## src/rtl/can_filt_pkg.sv

```systemverilog
package can_filt_pkg;

  localparam int ID_W   = 29;
  localparam int WORD_W = 32;

  typedef enum logic {
    LAYOUT_BUF   = 1'b0,
    LAYOUT_FIFOA = 1'b1
  } layout_e;

  // place the identifier where the given layout stores it
  function automatic logic [WORD_W-1:0] align_id(input logic [ID_W-1:0] id,
                                                  input layout_e lay);
    logic [WORD_W-1:0] w;
    if (lay == LAYOUT_FIFOA) w = {{(WORD_W-ID_W-1){1'b0}}, id, 1'b0};
    else                     w = {{(WORD_W-ID_W){1'b0}}, id};
    return w;
  endfunction

  // filter-word positions that carry identifier bits in the given layout
  function automatic logic [WORD_W-1:0] id_field(input layout_e lay);
    logic [WORD_W-1:0] ones;
    ones = {{(WORD_W-ID_W){1'b0}}, {ID_W{1'b1}}};
    return (lay == LAYOUT_FIFOA) ? (ones << 1) : ones;
  endfunction

  // one entry: all compared positions equal, and entry enabled
  function automatic logic entry_hit(input logic [WORD_W-1:0] filt,
                                     input logic [WORD_W-1:0] aligned,
                                     input logic [WORD_W-1:0] mask,
                                     input logic [WORD_W-1:0] field,
                                     input logic              en);
    return en && (((filt ^ aligned) & mask & field) == '0);
  endfunction

endpackage

```

## src/rtl/can_filt_bank.sv

```systemverilog
module can_filt_bank
  import can_filt_pkg::*;
#(
  parameter int      N   = 16,
  parameter layout_e LAY = LAYOUT_BUF
) (
  input  logic [ID_W-1:0]     id,
  input  logic [N*WORD_W-1:0] masks,
  input  logic [N*WORD_W-1:0] filters,
  input  logic [N-1:0]        enables,
  output logic [N-1:0]        match
);

  localparam logic [WORD_W-1:0] FIELD = id_field(LAY);

  logic [WORD_W-1:0] aligned;
  assign aligned = align_id(id, LAY);

  for (genvar k = 0; k < N; k++) begin : g_entry
    assign match[k] = entry_hit(filters[k*WORD_W +: WORD_W], aligned,
                                masks[k*WORD_W +: WORD_W], FIELD, enables[k]);
  end

endmodule

```

## src/rtl/can_first_hit.sv

```systemverilog
module can_first_hit #(
  parameter int N   = 16,
  parameter int IW  = (N > 1) ? $clog2(N) : 1
) (
  input  logic [N-1:0]  req,
  output logic          any,
  output logic [IW-1:0] idx
);

  always_comb begin
    idx = '0;
    for (int k = N - 1; k >= 0; k--) begin
      if (req[k]) idx = IW'(k);
    end
  end

  assign any = |req;

endmodule

```

## src/rtl/can_accept_filter.sv

```systemverilog
module can_accept_filter
  import can_filt_pkg::*;
#(
  parameter int NUM_MB   = 16,
  parameter int NUM_FIFO = 8,
  parameter int DED_A    = 14,
  parameter int DED_B    = 15,
  localparam int MB_IW   = (NUM_MB > 1) ? $clog2(NUM_MB) : 1,
  localparam int FF_IW   = (NUM_FIFO > 1) ? $clog2(NUM_FIFO) : 1
) (
  input  logic                       clk,
  input  logic                       rst_n,
  input  logic                       id_valid_i,
  input  logic [ID_W-1:0]            id_i,
  input  logic [WORD_W-1:0]          gmask_i,
  input  logic [WORD_W-1:0]          mask14_i,
  input  logic [WORD_W-1:0]          mask15_i,
  input  logic [NUM_MB*WORD_W-1:0]   mb_filter_i,
  input  logic [NUM_MB-1:0]          mb_enable_i,
  input  logic [NUM_FIFO*WORD_W-1:0] fifo_filter_i,
  input  logic [NUM_FIFO-1:0]        fifo_enable_i,
  output logic                       result_valid_o,
  output logic [NUM_MB-1:0]          mb_match_o,
  output logic                       mb_hit_o,
  output logic [MB_IW-1:0]           mb_index_o,
  output logic [NUM_FIFO-1:0]        fifo_match_o,
  output logic                       fifo_hit_o,
  output logic [FF_IW-1:0]           fifo_index_o
);

  // per-entry mask selection for the buffer path
  logic [NUM_MB*WORD_W-1:0] mb_mask_sel;
  for (genvar k = 0; k < NUM_MB; k++) begin : g_mbmask
    if (k == DED_A) begin : g_a
      assign mb_mask_sel[k*WORD_W +: WORD_W] = mask14_i;
    end else if (k == DED_B) begin : g_b
      assign mb_mask_sel[k*WORD_W +: WORD_W] = mask15_i;
    end else begin : g_g
      assign mb_mask_sel[k*WORD_W +: WORD_W] = gmask_i;
    end
  end

  logic [NUM_FIFO*WORD_W-1:0] ff_mask_sel;
  assign ff_mask_sel = {NUM_FIFO{gmask_i}};

  // combinational match events, named for the checker
  logic [NUM_MB-1:0]   mb_match_c;
  logic [NUM_FIFO-1:0] ff_match_c;
  logic                mb_any_c, ff_any_c;
  logic [MB_IW-1:0]    mb_idx_c;
  logic [FF_IW-1:0]    ff_idx_c;

  can_filt_bank #(.N(NUM_MB), .LAY(LAYOUT_BUF)) u_mb_bank (
    .id(id_i), .masks(mb_mask_sel), .filters(mb_filter_i),
    .enables(mb_enable_i), .match(mb_match_c)
  );

  can_filt_bank #(.N(NUM_FIFO), .LAY(LAYOUT_FIFOA)) u_ff_bank (
    .id(id_i), .masks(ff_mask_sel), .filters(fifo_filter_i),
    .enables(fifo_enable_i), .match(ff_match_c)
  );

  can_first_hit #(.N(NUM_MB), .IW(MB_IW)) u_mb_pick (
    .req(mb_match_c), .any(mb_any_c), .idx(mb_idx_c)
  );

  can_first_hit #(.N(NUM_FIFO), .IW(FF_IW)) u_ff_pick (
    .req(ff_match_c), .any(ff_any_c), .idx(ff_idx_c)
  );

  logic capture;
  assign capture = id_valid_i;

  always_ff @(posedge clk) begin
    if (!rst_n) begin
      result_valid_o <= 1'b0;
      mb_match_o     <= '0;
      mb_hit_o       <= 1'b0;
      mb_index_o     <= '0;
      fifo_match_o   <= '0;
      fifo_hit_o     <= 1'b0;
      fifo_index_o   <= '0;
    end else begin
      result_valid_o <= capture;
      if (capture) begin
        mb_match_o   <= mb_match_c;
        mb_hit_o     <= mb_any_c;
        mb_index_o   <= mb_idx_c;
        fifo_match_o <= ff_match_c;
        fifo_hit_o   <= ff_any_c;
        fifo_index_o <= ff_idx_c;
      end
    end
  end

endmodule

```

## config.mk

```make
export PLATFORM = sky130hd
export DESIGN_NAME = can_accept_filter
export DESIGN_NICKNAME = d
export VERILOG_FILES = /design/src/rtl/can_filt_pkg.sv /design/src/rtl/can_filt_bank.sv /design/src/rtl/can_first_hit.sv /design/src/rtl/can_accept_filter.sv
export SDC_FILE = /design/constraint.sdc
export NUM_CORES = 1
export LEC_CHECK = 0
export CORE_AREA = 2 2 370 372
export DETAILED_ROUTE_END_ITERATION = 10
export DIE_AREA = 0 0 372 374
export DONT_BUFFER_PORTS = 1
export SETUP_SLACK_MARGIN = 0.2
export SLEW_MARGIN = 40
export SYNTH_ARGS = -nofsm -noshare
export SYNTH_HDL_FRONTEND = slang
export SYNTH_HIERARCHICAL = 1
export SYNTH_SLANG_ARGS = --single-unit
```

## constraint.sdc

```tcl
create_clock -name clk -period 4.5 [get_ports clk]
set_clock_uncertainty 0.1 [all_clocks]
set_input_delay 0.45 -clock clk [delete_from_list [all_inputs] [get_ports clk]]
set_output_delay 0.45 -clock clk [all_outputs]
set_load 0.02 [all_outputs]
```

# Yosys cells after proc, flatten, opt, wreduce, memory -nomap -nowiden

Cells that the tools add are included.

Muxes and demuxes: 24
Bitwise logic cells: 48
Reductions and logical operators: 50

Operators with widths:

| kind                | count |
|---|---|
| logical NOT 32 bit  | 24 |
| AND 29 bit          | 16 |
| bitwise XOR 29 bit  | 16 |
| AND 30 bit          | 8 |
| bitwise XOR 30 bit  | 8 |
| 2-to-1 mux 4 bit    | 16 |
| logical AND 1 bit   | 24 |
| 2-to-1 mux 3 bit    | 8 |
| OR reduction 16 bit | 1 |
| OR reduction 8 bit  | 1 |

Output and inout port bits: 34
Register bits after elaboration: 34
Bits of input ports: 920

# Longest topological paths before layout

Gate-level depths: netlist of run 1.

Depth after elaboration: 20
Gate-level depth with buffers: 13
Depth with buffers taken out: 11

# Hierarchy

The synthesis of run 1 kept the hierarchy.

Modules (own cells, without submodules):

| module                    | cells each | instances | seq. area each (um^2) | area each (um^2) |
|---|---|---|---|---|
| can_filt_bank (u_mb_bank) | 827        | 1         | 0.0                   | 7090.6 |
| can_filt_bank (u_ff_bank) | 413        | 1         | 0.0                   | 3608.5 |
| can_accept_filter         | 108        | 1         | 680.7                 | 1306.3 |
| can_first_hit (u_mb_pick) | 34         | 1         | 0.0                   | 176.4 |
| can_first_hit (u_ff_pick) | 13         | 1         | 0.0                   | 81.3 |

# Least setup slack after synthesis of run 1

OpenSTA, ideal clock, no wires.

Kind: input-to-reg
Start: input id_i[17]
End: register mb_index_o[0]
Buffers on the path: 2
Stages: 11
Setup time: 65 ps
Setup slack: 1970 ps
Data arrival time: 2365 ps
Cells stage by stage: buf_2 -> buf_4 -> xor2_1 -> a22oi_1 -> nand4_1 -> nor4_1 -> a21oi_1 -> o311a_1 -> o22ai_1 -> mux2i_1 -> nor2b_1

Word-level cells in the longest chain between the ends: 20
Elaborated cells between the ends (all ways): 80
Classes of those cells: mux (16); bitwise (32); reduce/logical (32)

Ends and longest elaborated chain:

| item                           | RTL line                | RTL |
|---|---|---|
| start, declared                | can_accept_filter.sv:14 | `input logic [ID_W-1:0] id_i,` |
| bitwise XOR 29 bit             | can_filt_pkg.sv:33      | `return en && (((filt ^ aligned) & mask & field) == '0);` |
| AND 29 bit                     | can_filt_pkg.sv:33      |  |
| logical NOT 32 bit             | can_filt_pkg.sv:33      |  |
| logical AND 1 bit              | can_filt_pkg.sv:33      |  |
| via mb_match_c[15]             | can_accept_filter.sv:47 | `logic [NUM_MB-1:0] mb_match_c;` |
| 2-to-1 mux 4 bit (16 in a row) | can_first_hit.sv:13     | `if (req[k]) idx = IW'(k);` |
| via mb_idx_c[0]                | can_accept_filter.sv:50 | `logic [MB_IW-1:0] mb_idx_c;` |
| end signal, assigned           | can_accept_filter.sv:88 | `mb_index_o <= mb_idx_c;` |
| end, declared                  | can_accept_filter.sv:25 | `output logic [MB_IW-1:0] mb_index_o,` |

The timed path passes the listed nets, and every way through them passes these cells.
A chain may end at the register's enable or synchronous reset.

# Final worst setup path of run 1

Start: input id_i[11]
End: register fifo_index_o[0]

Word-level cells in the longest chain between the ends: 12
Elaborated cells between the ends (all ways): 40
Classes of those cells: mux (8); bitwise (16); reduce/logical (16)

Ends and longest elaborated chain:

| item                          | RTL line                | RTL |
|---|---|---|
| bitwise XOR 30 bit            | can_filt_pkg.sv:33      |  |
| AND 30 bit                    | can_filt_pkg.sv:33      |  |
| logical NOT 32 bit            | can_filt_pkg.sv:33      |  |
| logical AND 1 bit             | can_filt_pkg.sv:33      |  |
| via ff_match_c[7]             | can_accept_filter.sv:48 | `logic [NUM_FIFO-1:0] ff_match_c;` |
| 2-to-1 mux 3 bit (8 in a row) | can_first_hit.sv:13     |  |
| via ff_idx_c[0]               | can_accept_filter.sv:51 | `logic [FF_IW-1:0] ff_idx_c;` |
| end signal, assigned          | can_accept_filter.sv:91 | `fifo_index_o <= ff_idx_c;` |
| end, declared                 | can_accept_filter.sv:28 | `output logic [FF_IW-1:0] fifo_index_o` |

The timed path passes the listed nets, and every way through them passes these cells.

==> results.toml, run 1 <==
[sta]
max_slew_margin = 0.444
finalCritPeriodShare = 0.761
rsz0062_at_grt = "false"
setup_viol = 0
fmax_mhz = 292
slew_viol_final = 0
fin_crit_ns = 3.43
tns_ns = 0
hold_viol_final = 0
worst_pin_slew_ns = 0.835

[synth]
async_flop_share = 0
syn_area_per_cell_sq_um = 8.79
synth.top_cell.area_share = 0.497
ys_warn_count = 6
syn-num-nets = 2315
synth-main-ff-cell = "dfxtp_1"
synth_seq_cells = 34
yosysTopAreaCell = "xor2_1"
synth_cells = 1395
yosysSeqAreaShare = 0.0555
synth_edf_count = 0
yosys.cell_types.count = 39
mappedNetlistArea_sq_um = 12300
synthTopCellsByArea = "xor2_1 50%, a22o_1 8.2%, a221oi_2 7.0%"

[setup_path]
ff2ff_path_depth = 2
worst_ep_arrival_time_ns = 3.54
path_max_fanout = 24
endpoint_kind = "flip-flop"
cp.required_ns = 4.61
r2r-start = "fifo_match_o[0]$_SDFFE_PN0P_"
criticalPathCategory = "in -> reg"
critPathLaunch = "id_i[11]"
r2r-end = "fifo_match_o[0]$_SDFFE_PN0P_"
rrSetupSlack_ns = 3.61
critPathLaunchType = "primary input"
critical_path.endpoint = "fifo_index_o[0]$_SDFFE_PN0P_"

[clocking]
cts_hold_buf = 0
htreeDepth = 2
clk_pin_slew_ns = 0.05
cts-buffers-inserted = 5
cts_resized = 0
clk_path_buf_depth = 2
cts_sinks = 34
tritoncts = "done"
post-cts-setup-buffer-count = 0
cts_root_buf = "clkbuf_16"
clk-insertion-delay-late_ns = 0.27

[min_path]
min_path_type = "in -> reg"

[die]
die-area_sq_um = 139000
rows = 135
core_sq_um = 135000
start_util = 0.0909
die_y_microns = 374
ios = 954
fp.dieW_microns = 372

[placement]
gp_congestion = 0.999
portBuffers = 0
dp_hpwl_mm = 102
placed_area_sq_um = 13900

[cells_and_area]
drive_gt1_frac = 0.0856
layout_common_cells = "696 x xor2_1, 115 x a22o_1, 106 x a22oi_1"
num-nets-final = 2251
final_cell_area_sq_um = 14100
syn_to_final_growth_pct = 15.1
layout.cells.most_common = "xor2_1"
fillers = 15700

[outcome]
run_status = "complete, but fails checks"
violations = "design-rule violations"

[pwr]
power_density_nw_per_um2 = 126
max-vdd-ir-drop_mv = 0.123
cellLeakagePower_nw = 4.97

[routing]
first_pass_iters = 11
drt.antenna.violating_nets = 0
wl_per_cell_microns = 42.3
wirelength_mm = 132
drc_errors = 3
vias = 13700
via_per_inst = 4.37
drt_iter0_drc = 2064

[grt]
antenna_found_initial = 37
grt_max_degree = 35
overflow = 0
track_usage = 0.177
grt_pass1_vias = 13400
grt_pass1_wl_mm = 155

[flow_run]
drv_cap = 0
[power breakdown]
| part | internal, mW | total, mW | switching (mW) |
|---|---|---|---|
| Sequential | 0.302 | 0.303 | 0.000982 |
| Clock | 0.219 | 0.344 | 0.125 |
| Combinational | 0.531 | 1.14 | 0.607 |
| Total | 1.05 | 1.78 | 0.733 |
[how the worst min path moves through the flow]
stage / startpoint / end / slack [ns] / depth (start not counted)
final: rst_n / fifo_match_o[6]$_SDFFE_PN0P_ / 0.21 / 1
after detailed placement: rst_n / fifo_index_o[2]$_SDFFE_PN0P_ / 0.49 / 1
after CTS: rst_n / fifo_index_o[2]$_SDFFE_PN0P_ / 0.20 / 1
after global routing: id_valid_i / result_valid_o$_SDFF_PN0_ / 0.21 / 1
after floorplan: rst_n / fifo_hit_o$_SDFFE_PN0P_ / 0.48 / 1
after global placement: id_valid_i / result_valid_o$_SDFF_PN0_ / 0.48 / 1
[layer usage]
metal	wire [microns]	GRT usage	share of wire	vias up
met5	553	0.0161	0.0042	-
met4	6880	0.0749	0.052	32
met3	15500	0.0777	0.12	445
met2	59500	0.287	0.45	1559
met1	49900	0.198	0.38	6646
li1	-	-	-	5000
[cells in the mapped netlist (10+ instances only)]
library cell and n:
xor2_1 696, a22o_1 115, a22oi_1 106, a221oi_1 58
a221oi_2 57, nand4_1 50, buf_2 49, dfxtp_1 34
nor2b_1 34, mux2i_1 33, nand2_1 29, buf_6 26
nand3_1 26, nor3_2 23, nor2_1 10
[stage by stage]
step	power [mW]	utilization	cells	setup WS (ns)	hold slack, ns
finish	1.78	0.105	3132	1.07	0.206
global route	1.84	0.104	3122	1.19	0.206
CTS	1.73	0.104	3110	1.37	0.203
detailed placement	1.38	0.103	3102	1.10	0.487
global placement	1.36	0.103	3099	1.08	0.475
floorplan	1.24	-	1395	1.97	0.478
[registers in the layout, summed over array words and instances, names as in the netlist]
register        flops
fifo_hit_o          1
fifo_index_o        3
mb_index_o          4
mb_hit_o            1
mb_match_o         16
fifo_match_o        8
result_valid_o      1
[worst max-delay path, stage by stage]
cell	delay, ns
xor2_1	0.15
a22o_1	0.41
a221oi_2	0.60
nand3_1	0.45
nor3_2	0.75
a21oi_1	0.15
o41ai_1	0.28
mux2i_1	0.13
nor2b_1	0.12
[cell type report]
cell class                      instances  area, sq um  area share
Clock buffer                            7          143      0.0101
Clock inverter                          1         5.00    0.000355
Sequential cell                        34          681      0.0482
Tap cell                             1781         2230       0.158
Antenna cell                           19         47.5     0.00337
Multi-Input combinational cell       1263        10800       0.767
Timing Repair Buffer                   23          168      0.0119
Inverter                                4         15.0     0.00106
[cells by family after synthesis]
family,synth area share
multiplexers,0.0269
buffers and inverters,0.0636
AO/OA/AOI/OAI,0.266
AND/OR/NAND/NOR,0.0909
flip-flops,0.0555
XOR/XNOR,0.497
(Power assumes the default switching activity.)
==> run 2, diff against run 1 <==
ABC_AREA = 1   (was unset)
clock period = 2.8 ns   (was 4.5 ns; I/O delays follow)
==> results.toml, run 2 <==
[outcome]
run_status = "completed"

[flow_run]
drv_cap = 0

[die]
start_util = 0.122
die-area_sq_um = 139000
die_y_microns = 374
rows = 135
core_sq_um = 135000
fp.dieW_microns = 372
ios = 954

[setup_path]
slowest_stage = "nor2_1"
endpoint_kind = "flip-flop"
critical_path.endpoint = "mb_index_o[0]$_SDFFE_PN0P_"
worst_ep_arrival_time_ns = 2.39
ff2ff_path_depth = 2
cp.required_ns = 2.87
r2r-end = "fifo_match_o[7]$_SDFFE_PN0P_"
max_stage_delay_ns = 0.32
crit_top_cell = "nand2_1"
path_max_fanout = 30
critPathLaunch = "id_i[3]"
criticalPathCategory = "in -> reg"
rrSetupSlack_ns = 1.84
critPathLaunchType = "primary input"
r2r-start = "fifo_match_o[7]$_SDFFE_PN0P_"

[routing]
drt_iter0_drc = 2190
highest_layer = "met5"
wl_met1_mm = 49.5
drt.antenna.violating_nets = 0
dr_wl_met3_mm = 13.2
first_pass_iters = 6
wirelength_mm = 128
via_per_inst = 4.02
met2_wirelength_mm = 58.0
drc_errors = 0
vias = 23000
wl_per_cell_microns = 22.3

[min_path]
holdPathStages = 2
min_path_type = "in -> reg"

[pwr]
fin_total_pwr_mw = 3.31
max-vdd-ir-drop_mv = 0.208
cellLeakagePower_nw = 10.8
power_density_nw_per_um2 = 175

[placement]
gp_congestion = 0.954
portBuffers = 0
dp_hpwl_mm = 110

[sta]
setup_viol = 0
rsz0062_at_grt = "false"
finalCritPeriodShare = 0.828
fmax_mhz = 431
fin_crit_ns = 2.32
holdWs_ns = 0.0163
max_slew_margin = 0.645
worst_pin_slew_ns = 0.530
slew_viol_final = 0
hold_viol_final = 0

[synth]
yosysSeqAreaShare = 0.0413
synth-main-ff-cell = "dfxtp_1"
synthTopCellsByArea = "nand2_1 40%, nor2_1 24%, inv_1 11%"
ys_warn_count = 6
syn_area_per_cell_sq_um = 4.18
yosys.cell_types.count = 24
async_flop_share = 0
yosysTopAreaCell = "nand2_1"
synth_cells = 3945
synth.top_cell.area_share = 0.402
syn-num-nets = 4865
mappedNetlistArea_sq_um = 16500
yosys-top-cells-count = "1767 x nand2_1, 1066 x nor2_1, 485 x inv_1, 338 x nand3_1, 52 x buf_2"
synth_seq_cells = 34
yosysMostFrequentCell = "nand2_1"
synth_edf_count = 0

[cells_and_area]
largest_reg_flops = 16
layout_common_cells = "1767 x nand2_1, 1064 x nor2_1, 483 x inv_1"
syn_to_final_growth_pct = 14.5
num-nets-final = 4834
fillers = 16100
largest-register = "mb_match_o"
largestRegisters = "mb_match_o x16, fifo_match_o x8, mb_index_o x4"
drive_gt1_frac = 0.0365
layout.cells.most_common = "nand2_1"

[clocking]
clk-insertion-delay-late_ns = 0.28
tritoncts = "done"
cts_root_buf = "clkbuf_16"
htreeDepth = 2
clk_path_buf_depth = 2
clk_pin_slew_ns = 0.06
cts-buffers-inserted = 5
cts_sinks = 34

[grt]
grt_max_degree = 68
grt_pass1_wl_mm = 163
antenna_found_initial = 49
overflow = 0
grt_pass1_vias = 19500
track_usage = 0.173
==> run 2: worst min-delay path by stage <==
stage                                       from                           end  slack [ns]
finish                                     rst_n  fifo_index_o[0]$_SDFFE_PN0P_        0.02
global placement                      id_valid_i     result_valid_o$_SDFF_PN0_        0.28
global route                               rst_n    mb_match_o[3]$_SDFFE_PN0P_        0.01
CTS                                        rst_n  fifo_index_o[0]$_SDFFE_PN0P_        0.01
floorplan           fifo_index_o[0]$_SDFFE_PN0P_  fifo_index_o[0]$_SDFFE_PN0P_        0.44
detailed placement                    id_valid_i     result_valid_o$_SDFF_PN0_        0.28
==> run 2: cell type report <==
class / count / area, sq um / area share
Tap cell: 1781 / 2230 / 0.118
Clock buffer: 5 / 125 / 0.00663
Multi-Input combinational cell: 3257 / 12800 / 0.680
Inverter: 516 / 1960 / 0.104
Timing Repair Buffer: 100 / 943 / 0.0500
Sequential cell: 34 / 681 / 0.0360
Antenna cell: 24 / 60.1 / 0.00318
Clock inverter: 3 / 45.0 / 0.00239
==> run 2: power breakdown <==
part	total (mW)	leakage [nW]	switching, mW	internal (mW)
Combinational	2.12	10.4	1.28	0.837
Sequential	0.557	0.280	0.0490	0.508
Clock	0.631	0.0762	0.212	0.419
==> run 2: repair_timing <==
item                                    4_1_cts  5_1_grt
gates resized for setup                       0       10
setup buffers                                 0        0
hold buffers                                  2        0
endpoints found under the setup margin        0        3
endpoints found under the hold margin         1        0
==> run 2: metrics by stage <==
| stage | util | TNS [ns] | cells | setup WS [ns] | cell area, sq um |
|---|---|---|---|---|---|
| after floorplan | - | 0 | 3945 | 0.623 | 16500 |
| after global placement | 0.138 | 0 | 5686 | 0.0281 | 18600 |
| after detailed placement | 0.138 | -0.00835 | 5686 | -0.00835 | 18600 |
| after CTS | 0.139 | 0 | 5696 | 0.280 | 18800 |
| after global routing | 0.140 | 0 | 5708 | 0.202 | 18900 |
| final | 0.140 | 0 | 5720 | 0.481 | 18900 |
==> run 2: per-layer routing <==
metal	vias up	GRT usage
li1	11600	-
met1	9731	0.203
met2	1301	0.289
met3	300	0.0501
met4	42	0.0775
met5	-	0
==> run 2: critical path, delay by kind of cell <==
kind,cells,cell delay [ns]
AOI/OAI and AO/OA,1,0.05
buffers and inverters,3,0.26
and+or+nand+nor,23,1.78
==> run 2: cell families (layout without fill, tap and decap cells) <==
kind of cell,Yosys count,after routing,synth area share
AO/OA/AOI/OAI,29,29,0.00911
buffers and inverters,654,624,0.181
flip-flops,34,34,0.0413
other,0,24,0
AND/OR/NAND/NOR,3228,3228,0.769
